$ cat config.mk
export PLATFORM = sky130hd
export DESIGN_NAME = opnd_mode_seq
export DESIGN_NICKNAME = d
export VERILOG_FILES = /design/src/rtl/opnd_pkg.sv /design/src/rtl/opnd_field_decode.sv /design/src/rtl/opnd_addr_gen.sv /design/src/rtl/opnd_mode_seq.sv
export SDC_FILE = /design/constraint.sdc
export NUM_CORES = 1
export LEC_CHECK = 0
export BUFFER_PORTS_ARGS = -buffer_cell sky130_fd_sc_hd__buf_2
export CAP_MARGIN = 20
export CORE_MARGIN = 8
export CORE_UTILIZATION = 50
export DETAILED_ROUTE_END_ITERATION = 8
export GPL_ROUTABILITY_DRIVEN = 0
export PLACE_DENSITY = 0.88
export SLEW_MARGIN = 20
export SYNTH_ARGS = -nofsm -noshare
export SYNTH_HDL_FRONTEND = slang
export SYNTH_SLANG_ARGS = --single-unit
export TNS_END_PERCENT = 100
$ cat constraint.sdc
create_clock -name clk -period 5 [get_ports clk]
set_clock_uncertainty 0.05 [all_clocks]
set_input_delay 1 -clock clk [delete_from_list [all_inputs] [get_ports clk]]
set_output_delay 1 -clock clk [all_outputs]
set_load 0.02 [all_outputs]
$ cat src/rtl/opnd_pkg.sv
// Shared widths and types for the operand addressing mode sequencer.
// Assumes a 16-bit datapath, sixteen registers and 6-bit operand fields.
package opnd_pkg;
    parameter int DW  = 16;   // data and address width
    parameter int RAW = 4;    // register index width
    parameter int FW  = 6;    // operand field width

    localparam int IW = 2 * FW;  // width of the two-field instruction slice

    typedef enum logic [2:0] {
        MD_REG,
        MD_IMM,
        MD_DIR,
        MD_IND,
        MD_INC,
        MD_IDX
    } mode_e;

    typedef struct packed {
        mode_e            mode;
        logic [RAW-1:0]   reg_sel;
        logic             byte_acc;
        logic             need_ext;
        logic             bad;
    } field_t;
endpackage

$ cat src/rtl/opnd_field_decode.sv
// Combinational decode of one 6-bit operand field.
// Bits 5..4 select the class. Pointer classes use bit 3 as the byte flag and
// bits 2..0 as the pointer index into R8..R15. Two stack-pointer codes are
// given other meanings: 01_1_111 is immediate and 10_x_111 is direct.
// Assumes the field is stable while it is being decoded.
module opnd_field_decode
    import opnd_pkg::*;
(
    input  logic [FW-1:0] fld,
    output field_t        dec
);
    localparam logic [2:0] SP_LOW = 3'b111;

    logic sp_ptr;
    assign sp_ptr = (fld[2:0] == SP_LOW);

    // Map the class bits and the stack-pointer special codes to a mode.
    always_comb begin
        dec          = '0;
        dec.mode     = MD_REG;
        dec.reg_sel  = {1'b1, fld[2:0]};
        dec.byte_acc = fld[3];
        dec.need_ext = 1'b0;
        dec.bad      = 1'b0;
        case (fld[5:4])
            2'b00: begin
                dec.mode     = MD_REG;
                dec.reg_sel  = fld[RAW-1:0];
                dec.byte_acc = 1'b0;
            end
            2'b01: begin
                if (fld[3] && sp_ptr) begin
                    dec.mode     = MD_IMM;
                    dec.need_ext = 1'b1;
                    dec.byte_acc = 1'b0;
                end else begin
                    dec.mode = MD_IND;
                end
            end
            2'b10: begin
                if (sp_ptr) begin
                    dec.mode     = MD_DIR;
                    dec.need_ext = 1'b1;
                end else begin
                    dec.mode = MD_INC;
                end
            end
            default: begin
                dec.mode     = MD_IDX;
                dec.need_ext = 1'b1;
                dec.bad      = fld[3] && sp_ptr;
            end
        endcase
    end
endmodule

$ cat src/rtl/opnd_addr_gen.sv
// Combinational operand and address formation for one decoded field.
// It produces the operand value for register and immediate modes, the
// effective address for memory modes, and the advanced pointer for
// post-increment. Assumes ptr and ext are already captured in registers.
module opnd_addr_gen
    import opnd_pkg::*;
(
    input  mode_e         mode,
    input  logic          byte_acc,
    input  logic [DW-1:0] ptr,
    input  logic [DW-1:0] ext,
    output logic [DW-1:0] value,
    output logic [DW-1:0] addr,
    output logic [DW-1:0] next_ptr,
    output logic          is_mem,
    output logic          wb
);
    logic [DW-1:0] step;

    // Post-increment step is 1 for a byte access and 2 for a word access.
    assign step     = {{(DW-2){1'b0}}, ~byte_acc, byte_acc};
    assign next_ptr = ptr + step;

    // Select the value or the address that the mode calls for.
    always_comb begin
        value  = '0;
        addr   = '0;
        is_mem = 1'b0;
        wb     = 1'b0;
        case (mode)
            MD_REG: value = ptr;
            MD_IMM: value = ext;
            MD_DIR: begin addr = ext;       is_mem = 1'b1; end
            MD_IND: begin addr = ptr;       is_mem = 1'b1; end
            MD_INC: begin addr = ptr;       is_mem = 1'b1; wb = 1'b1; end
            MD_IDX: begin addr = ptr + ext; is_mem = 1'b1; end
            default: value = '0;
        endcase
    end
endmodule

$ cat src/rtl/opnd_mode_seq.sv
// Operand addressing mode sequencer (top).
// After start it resolves the source field (instr[11:6]) and then the
// destination field (instr[5:0]). Each field passes through DECODE (register
// read), then EXTWORD if an extension word is needed, then RESULT (one cycle
// of outputs). Assumes a register file with a same-cycle read and a write
// that lands at the clock edge that ends the RESULT cycle.
module opnd_mode_seq
    import opnd_pkg::*;
(
    input  logic            clk,
    input  logic            rst_n,
    input  logic            start,
    input  logic [11:0]     instr,
    input  logic            ext_valid,
    input  logic [15:0]     ext_data,
    output logic            ext_ready,
    output logic [3:0]      rf_raddr,
    input  logic [15:0]     rf_rdata,
    output logic            rf_we,
    output logic [3:0]      rf_waddr,
    output logic [15:0]     rf_wdata,
    output logic            opr_valid,
    output logic            opr_dst,
    output logic [15:0]     opr_value,
    output logic            mem_req,
    output logic [15:0]     mem_addr,
    output logic            mem_byte,
    output logic            illegal,
    output logic            done
);
    typedef enum logic [1:0] {ST_IDLE, ST_DECODE, ST_EXTWORD, ST_RESULT} state_e;

    state_e        st;
    logic          fsel;
    logic [IW-1:0] instr_q;
    logic [DW-1:0] ptr_q;
    logic [DW-1:0] ext_q;

    logic [FW-1:0] fld;
    field_t        dec;
    logic [DW-1:0] ag_value, ag_addr, ag_next;
    logic          ag_mem, ag_wb, in_res;

    // Pick the field under work: the source first, then the destination.
    assign fld = fsel ? instr_q[FW-1:0] : instr_q[IW-1:FW];

    opnd_field_decode u_dec (
        .fld (fld),
        .dec (dec)
    );

    opnd_addr_gen u_agen (
        .mode     (dec.mode),
        .byte_acc (dec.byte_acc),
        .ptr      (ptr_q),
        .ext      (ext_q),
        .value    (ag_value),
        .addr     (ag_addr),
        .next_ptr (ag_next),
        .is_mem   (ag_mem),
        .wb       (ag_wb)
    );

    // Sequence the two fields and capture the register and extension data.
    always_ff @(posedge clk) begin
        if (!rst_n) begin
            st      <= ST_IDLE;
            fsel    <= 1'b0;
            instr_q <= '0;
            ptr_q   <= '0;
            ext_q   <= '0;
        end else begin
            case (st)
                ST_IDLE: begin
                    if (start) begin
                        instr_q <= instr;
                        fsel    <= 1'b0;
                        st      <= ST_DECODE;
                    end
                end
                ST_DECODE: begin
                    ptr_q <= rf_rdata;
                    st    <= dec.need_ext ? ST_EXTWORD : ST_RESULT;
                end
                ST_EXTWORD: begin
                    if (ext_valid) begin
                        ext_q <= ext_data;
                        st    <= ST_RESULT;
                    end
                end
                default: begin
                    if (!fsel) begin
                        fsel <= 1'b1;
                        st   <= ST_DECODE;
                    end else begin
                        st   <= ST_IDLE;
                    end
                end
            endcase
        end
    end

    // Drive the outputs of the RESULT cycle; all are zero in other cycles.
    always_comb begin
        in_res    = (st == ST_RESULT);
        ext_ready = (st == ST_EXTWORD);
        rf_raddr  = dec.reg_sel;
        opr_valid = in_res;
        opr_dst   = in_res && fsel;
        opr_value = in_res ? ag_value : '0;
        illegal   = in_res && dec.bad;
        mem_req   = in_res && ag_mem && !dec.bad;
        mem_addr  = mem_req ? ag_addr : '0;
        mem_byte  = mem_req && dec.byte_acc;
        rf_we     = in_res && ag_wb && !dec.bad;
        rf_waddr  = rf_we ? dec.reg_sel : '0;
        rf_wdata  = rf_we ? ag_next : '0;
        done      = in_res && fsel;
    end

    AST_RESET_QUIET: assert property (@(posedge clk) !rst_n |=> !done && !ext_ready && !mem_req && !rf_we);
    AST_WB_STEP: assert property (@(posedge clk) disable iff (!rst_n)
        rf_we |-> (DW'(rf_wdata - mem_addr) == (mem_byte ? DW'(1) : DW'(2))));
    AST_WB_NOT_SP: assert property (@(posedge clk) disable iff (!rst_n)
        rf_we |-> (rf_waddr[RAW-1] && rf_waddr != 4'hF));
    AST_ILLEGAL_QUIET: assert property (@(posedge clk) disable iff (!rst_n)
        illegal |-> (!mem_req && !rf_we));
    AST_SRC_THEN_GAP: assert property (@(posedge clk) disable iff (!rst_n)
        (opr_valid && !opr_dst) |=> !opr_valid);
    AST_EXT_WAIT: assert property (@(posedge clk) disable iff (!rst_n)
        (ext_ready && !ext_valid) |=> ext_ready);
    AST_DONE_PULSE: assert property (@(posedge clk) disable iff (!rst_n)
        done |=> !done);
    AST_DONE_WITH_DST: assert property (@(posedge clk) disable iff (!rst_n)
        done |-> (opr_valid && opr_dst && !ext_ready));
endmodule

# --- Word-level counts from Yosys, hierarchy flattened ---
# Index checks and enable logic that the tools add are counted.
op_classes:
  add_sub_neg: 2
  mux: 25
  bitwise: 2
  n_eq_ne: 13
  reduce_logical: 20
ops:
  columns: ["cell", "count"]
  rows:
  - ["$mux 16", 3]
  - ["$pmux 16 s3", 1]
  - ["$pmux 16 s2", 1]
  - ["$add 16x16->16", 1]
  - ["$add 16x2->16", 1]
  - ["$eq 3x3->1 const B", 3]
  - ["$pmux 3 s3", 1]
  - ["$logic_and 1x1->1", 8]
  - ["$mux 2", 4]
  - ["$mux 4", 2]
  - ["$reduce_and 2->1", 4]
  - ["$mux 1", 7]
  - ["$eq 2x2->1 const B", 3]
  - ["$eq 3x2->1 const B", 2]
  - ["$mux 6", 1]
  - ["$pmux 2 s3", 1]
  - ["$eq 2x1->1 const B", 2]
  - ["$logic_not 2->1", 2]
  - ["$ne 2x2->1 const B", 2]
  - ["$pmux 1 s2", 2]
  - ["$reduce_or 2->1", 2]
  - ["$reduce_or 4->1", 1]
  - ["$eq 3x1->1 const B", 1]
  - ["$logic_not 3->1", 1]
  - ["other kinds (5)", 6]
totals:
  wordCells: 67
  input_bits: 48
  register_bits: 47
  output_inout_bits: 64

# --- Longest topological paths before layout ---
depth:
  ltp_word: 11
  depth_mapped: 14
  depth_no_buf: 13

# --- Hierarchy ---
# From an unflattened synthesis, not the netlist that was laid out.
hier_totals:
  hier_cells: 528
  hier_area_um2: 3996.3
by_module_without_submodules:
  columns: ["module", "seq_area_each_um2", "n_inst", "cells_each", "area_per_inst_um2"]
  rows:
  - ["opnd_mode_seq", 940.9, 1, 271, 2253.4]
  - ["opnd_addr_gen", 0.0, 1, 239, 1632.8]
  - ["opnd_field_decode", 0.0, 1, 18, 110.1]

# --- Least setup slack after synthesis ---
# Ideal clock, no wire load.
synth_timing:
  path_kind: "register -> output"
  from: "register fsel"
  to: "output port rf_wdata[8]"
  arrival_ps: 2573
  slack_ps: 1377
  stages_incl_launch_ff: 13
  required_ps: 3950
  path_buffers: 1
  cell_sequence: "dfxtp_1 buf_6 mux2_4 nand2_1 a21o_2 inv_1 ha_1 fa_1 and3_1 and3_1 nand3_1 xor2_1 nor2_1"
synth_between:
  elab_chain_len: 10
  word_cells_on_any_way: 21
  classes_between: "1 x add/sub; 4 x eq/ne; 9 x mux; 1 x bitwise; 6 x reduce/logical"
synth_rtl:
  columns: ["item", "line", "rtl"]
  rows:
  - ["start: declaration", "opnd_mode_seq.sv:34", "logic fsel;"]
  - ["start signal: assignment", "opnd_mode_seq.sv:68", "fsel <= 1'b0;"]
  - ["start signal: assignment", "opnd_mode_seq.sv:77", "fsel <= 1'b0;"]
  - ["start signal: assignment", "opnd_mode_seq.sv:93", "fsel <= 1'b1;"]
  - ["$mux 6 *", "opnd_mode_seq.sv:45", "assign fld = fsel ? instr_q[FW-1:0] : instr_q[IW-1:FW];"]
  - ["parallel branches: the longest is 8 deep, another holds $add 16x2->16", null, null]
  - ["$mux 16 *", "opnd_mode_seq.sv:117", "rf_wdata = rf_we ? ag_next : '0;"]
  - ["end: declaration", "opnd_mode_seq.sv:21", "output logic [15:0] rf_wdata,"]
# Every way passes the cells marked *.

# --- Final worst setup path ---
layout_timing:
  from: "register fsel"
  to: "output port rf_wdata[12]"
# The elaborated chain is that of the path after synthesis.

==> reports/metrics.cfg <==
[setup_path]
rr_startpoint=fsel
reg2reg_slack_ps=2460
crit_path_end=rf_wdata[12]
rr_endpoint=st[0]
path_buf_inv=2
crit_type=reg -> out
end_kind=primary output
slowest_stage=dfxtp_1
cp.depth=14
slowest_delay_ps=770
critPathLaunch=fsel
path_delay_family=simple AND/OR/NAND/NOR gates
path_max_fanout=13
worstPathRequired_ps=3950
arrival_ps=3660
rr_worst_depth=6
path_cells=nand2b_4, o22a_2, nand2_1, a21o_2, inv_1, ha_1, fa_1, and3_1, nand4_1, nor2_1, nand2_1, xor2_1, nor2_1, buf_2
crit_path_start_kind=flop

[die]
core.rowCount=32
initial_core_util=0.506
die-area_um2=10700
fp.dieW_um=104
io_pins=112
core_area_um2=7570
die_h_um=104

[clock_tree]
cts-buffers-inserted=5
clk_path_buf_depth=2
cts_tree=yes
clkTransAtPathRegs_ps=80
cts_hold_buffers=0
clkSinkCount=47
clkLatencyLatePin_ps=300
cts_setup_buffers=0
cts_resized=0
clockRootBuffer=clkbuf_8
htree_levels=2

[timing]
setup_viol=0
tightest_slew_ps=896
hold_viol_final=0
fin_ws_ps=287
holdWs_ps=436
period_minus_slack_ps=4710
relSlewSlack=0.402
slew_viol_final=0
clock.fmax_ghz=0.212
fin_crit_sh=0.943
setup_tns_ps=0
rsz0062_at_grt=false

[power_and_ir_drop]
p_leak_nw=1.89
p_int_w=0.000919
ir_drop_mv=0.270
cellPowerDensity_nw_per_um2=367
power_frac_seq=0.365
power_frac_clock=0.166
p_comb_frac=0.468
sw_frac_of_total=0.443
p_sw_w=0.000730

[placement]
io_buffers=111
place_hpwl_um=9150
dpl_cell_area_um2=4370
post-place-ws_ps=795

[global_route]
grt_pass1_vias=3926
grt_pass1_wl_um=19800
grt_max_degree=48
grt_overflow_total=0
grt.total_usage=0.218
antenna_found_initial=0

[finish]
drive_gt1_frac=0.241
nFillCells=647
final_cell_mix=buf_2, nand2_1, dfxtp_1
final_nets=644
num_antenna_cells=0
design_area_um2=4490
area_growth_pct=17.2
final_common_cell=buf_2

[yosys]
syn-num-nets=554
ys_warn_count=0
synth_area_um2=3830
ys_types=63
ys_async_sr_fraction=0
ys.flop_type=dfxtp_1
synth_edf_count=0
ys_ff_latch=47
netlist_instances=483
synth-seq-area-share=0.246
avgSynthCellArea_um2=7.93

[detailed_routing]
dr.pass1.iters=7
postRouteAntennaNets=0
drtIter0Drc=506
drc_errors=0
post_drt_wl_per_cell_um=18.1
vias=4066
routed_wl_um=12200
viasPerCell=6.02

[flow_run]
maxCapViolCount=0

[status]
status=completed

[min_path]
hold_class=reg -> reg

area by class of cell:
| cell class | count | area [um2] | area share |
|---|---|---|---|
| well taps | 102 | 128 | 0.0284 |
| multi-input cells | 393 | 2700 | 0.601 |
| clock inverters | 1 | 30.0 | 0.00669 |
| repair buffers | 113 | 571 | 0.127 |
| flip-flops and latches | 47 | 941 | 0.210 |
| inverters | 13 | 48.8 | 0.0109 |
| clock buffers | 6 | 72.6 | 0.0162 |
power groups by stage:
stage / combinational, W / clock, W / sequential [W]
after floorplan: 0.000633 / 0 / 0.000531
after global placement: 0.000716 / 0 / 0.000589
after detailed placement: 0.000744 / 0 / 0.000597
after CTS: 0.000751 / 0.000277 / 0.000589
after global routing: 0.000839 / 0.000294 / 0.000612
final: 0.000772 / 0.000274 / 0.000602
worst min path at each step:
stage                     startpoint  slack (ps)  depth (start not counted)    endpoint
final                     instr_q[0]         440                          2  instr_q[0]
after global placement    instr_q[0]         420                          2  instr_q[0]
after floorplan           instr_q[0]         390                          2  instr_q[0]
after detailed placement  instr_q[0]         420                          2  instr_q[0]
after global routing      instr_q[0]         450                          2  instr_q[0]
after CTS                 instr_q[0]         430                          2  instr_q[0]
metrics by stage:
| step | instances | total power [W] | util |
|---|---|---|---|
| after floorplan | 483 | 0.00116 | - |
| after global placement | 668 | 0.00130 | 0.577 |
| after detailed placement | 668 | 0.00134 | 0.577 |
| after CTS | 675 | 0.00162 | 0.591 |
| after global routing | 675 | 0.00175 | 0.593 |
| final | 675 | 0.00165 | 0.593 |
registers in the layout (all words and copies together), names as in the netlist:
name,count
ext_q,16
ptr_q,16
fsel,1
instr_q,12
st,2
synth_stat cells, types with 2 or more instances:
cell	count	area [um2]
a211oi_1	2	15.0
a21boi_0	31	233
a21o_1	4	30.0
a21oi_1	15	75.1
a222oi_1	6	60.1
a22oi_1	24	180
and2_1	9	56.3
and3_1	5	31.3
buf_2	2	10.0
buf_4	2	15.0
buf_6	5	56.3
clkbuf_1	20	75.1
dfxtp_1	47	941
fa_1	2	40.0
ha_1	21	263
inv_1	13	48.8
mux2_2	2	22.5
mux2i_1	19	190
mux2i_4	2	45.0
nand2_1	79	297
nand3_1	12	60.1
nand4_1	5	31.3
nor2_1	33	124
nor2b_1	37	231
nor3_1	6	30.0
o211ai_1	2	15.0
o21a_1	4	30.0
o21ai_0	8	40.0
o22ai_1	6	37.5
o31a_1	2	17.5
or3_1	3	18.8
or4_1	2	15.0
xnor2_1	14	123
xor2_1	10	87.6
layer usage:
| metal | track usage | up-vias | share of wire |
|---|---|---|---|
| li1 | - | 1889 | - |
| met2 | 0.373 | 231 | 0.48 |
| met3 | 0.0347 | 46 | 0.085 |
| met5 | 0 | - | 0 |
| met1 | 0.267 | 1900 | 0.40 |
| met4 | 0.0787 | 0 | 0.033 |
cell families (layout without fill, tap and decap cells):
kind of cell | Yosys count | after routing | synth area share
AO/OA/AOI/OAI | 121 | 121 | 0.237
buffers and inverters | 43 | 133 | 0.0546
multiplexers | 24 | 24 | 0.0712
flip-flops | 47 | 47 | 0.246
adder cells (fa/ha/maj) | 23 | 23 | 0.0791
XOR/XNOR | 24 | 24 | 0.0549
AND/OR/NAND/NOR | 201 | 201 | 0.257
tightest hold or removal path, stage by stage, from the launching register on:
cell and delay [ps]:
dfxtp_1 320, nand2_1 50, a21boi_0 70
No activity file was read; power rests on OpenSTA's default activity.
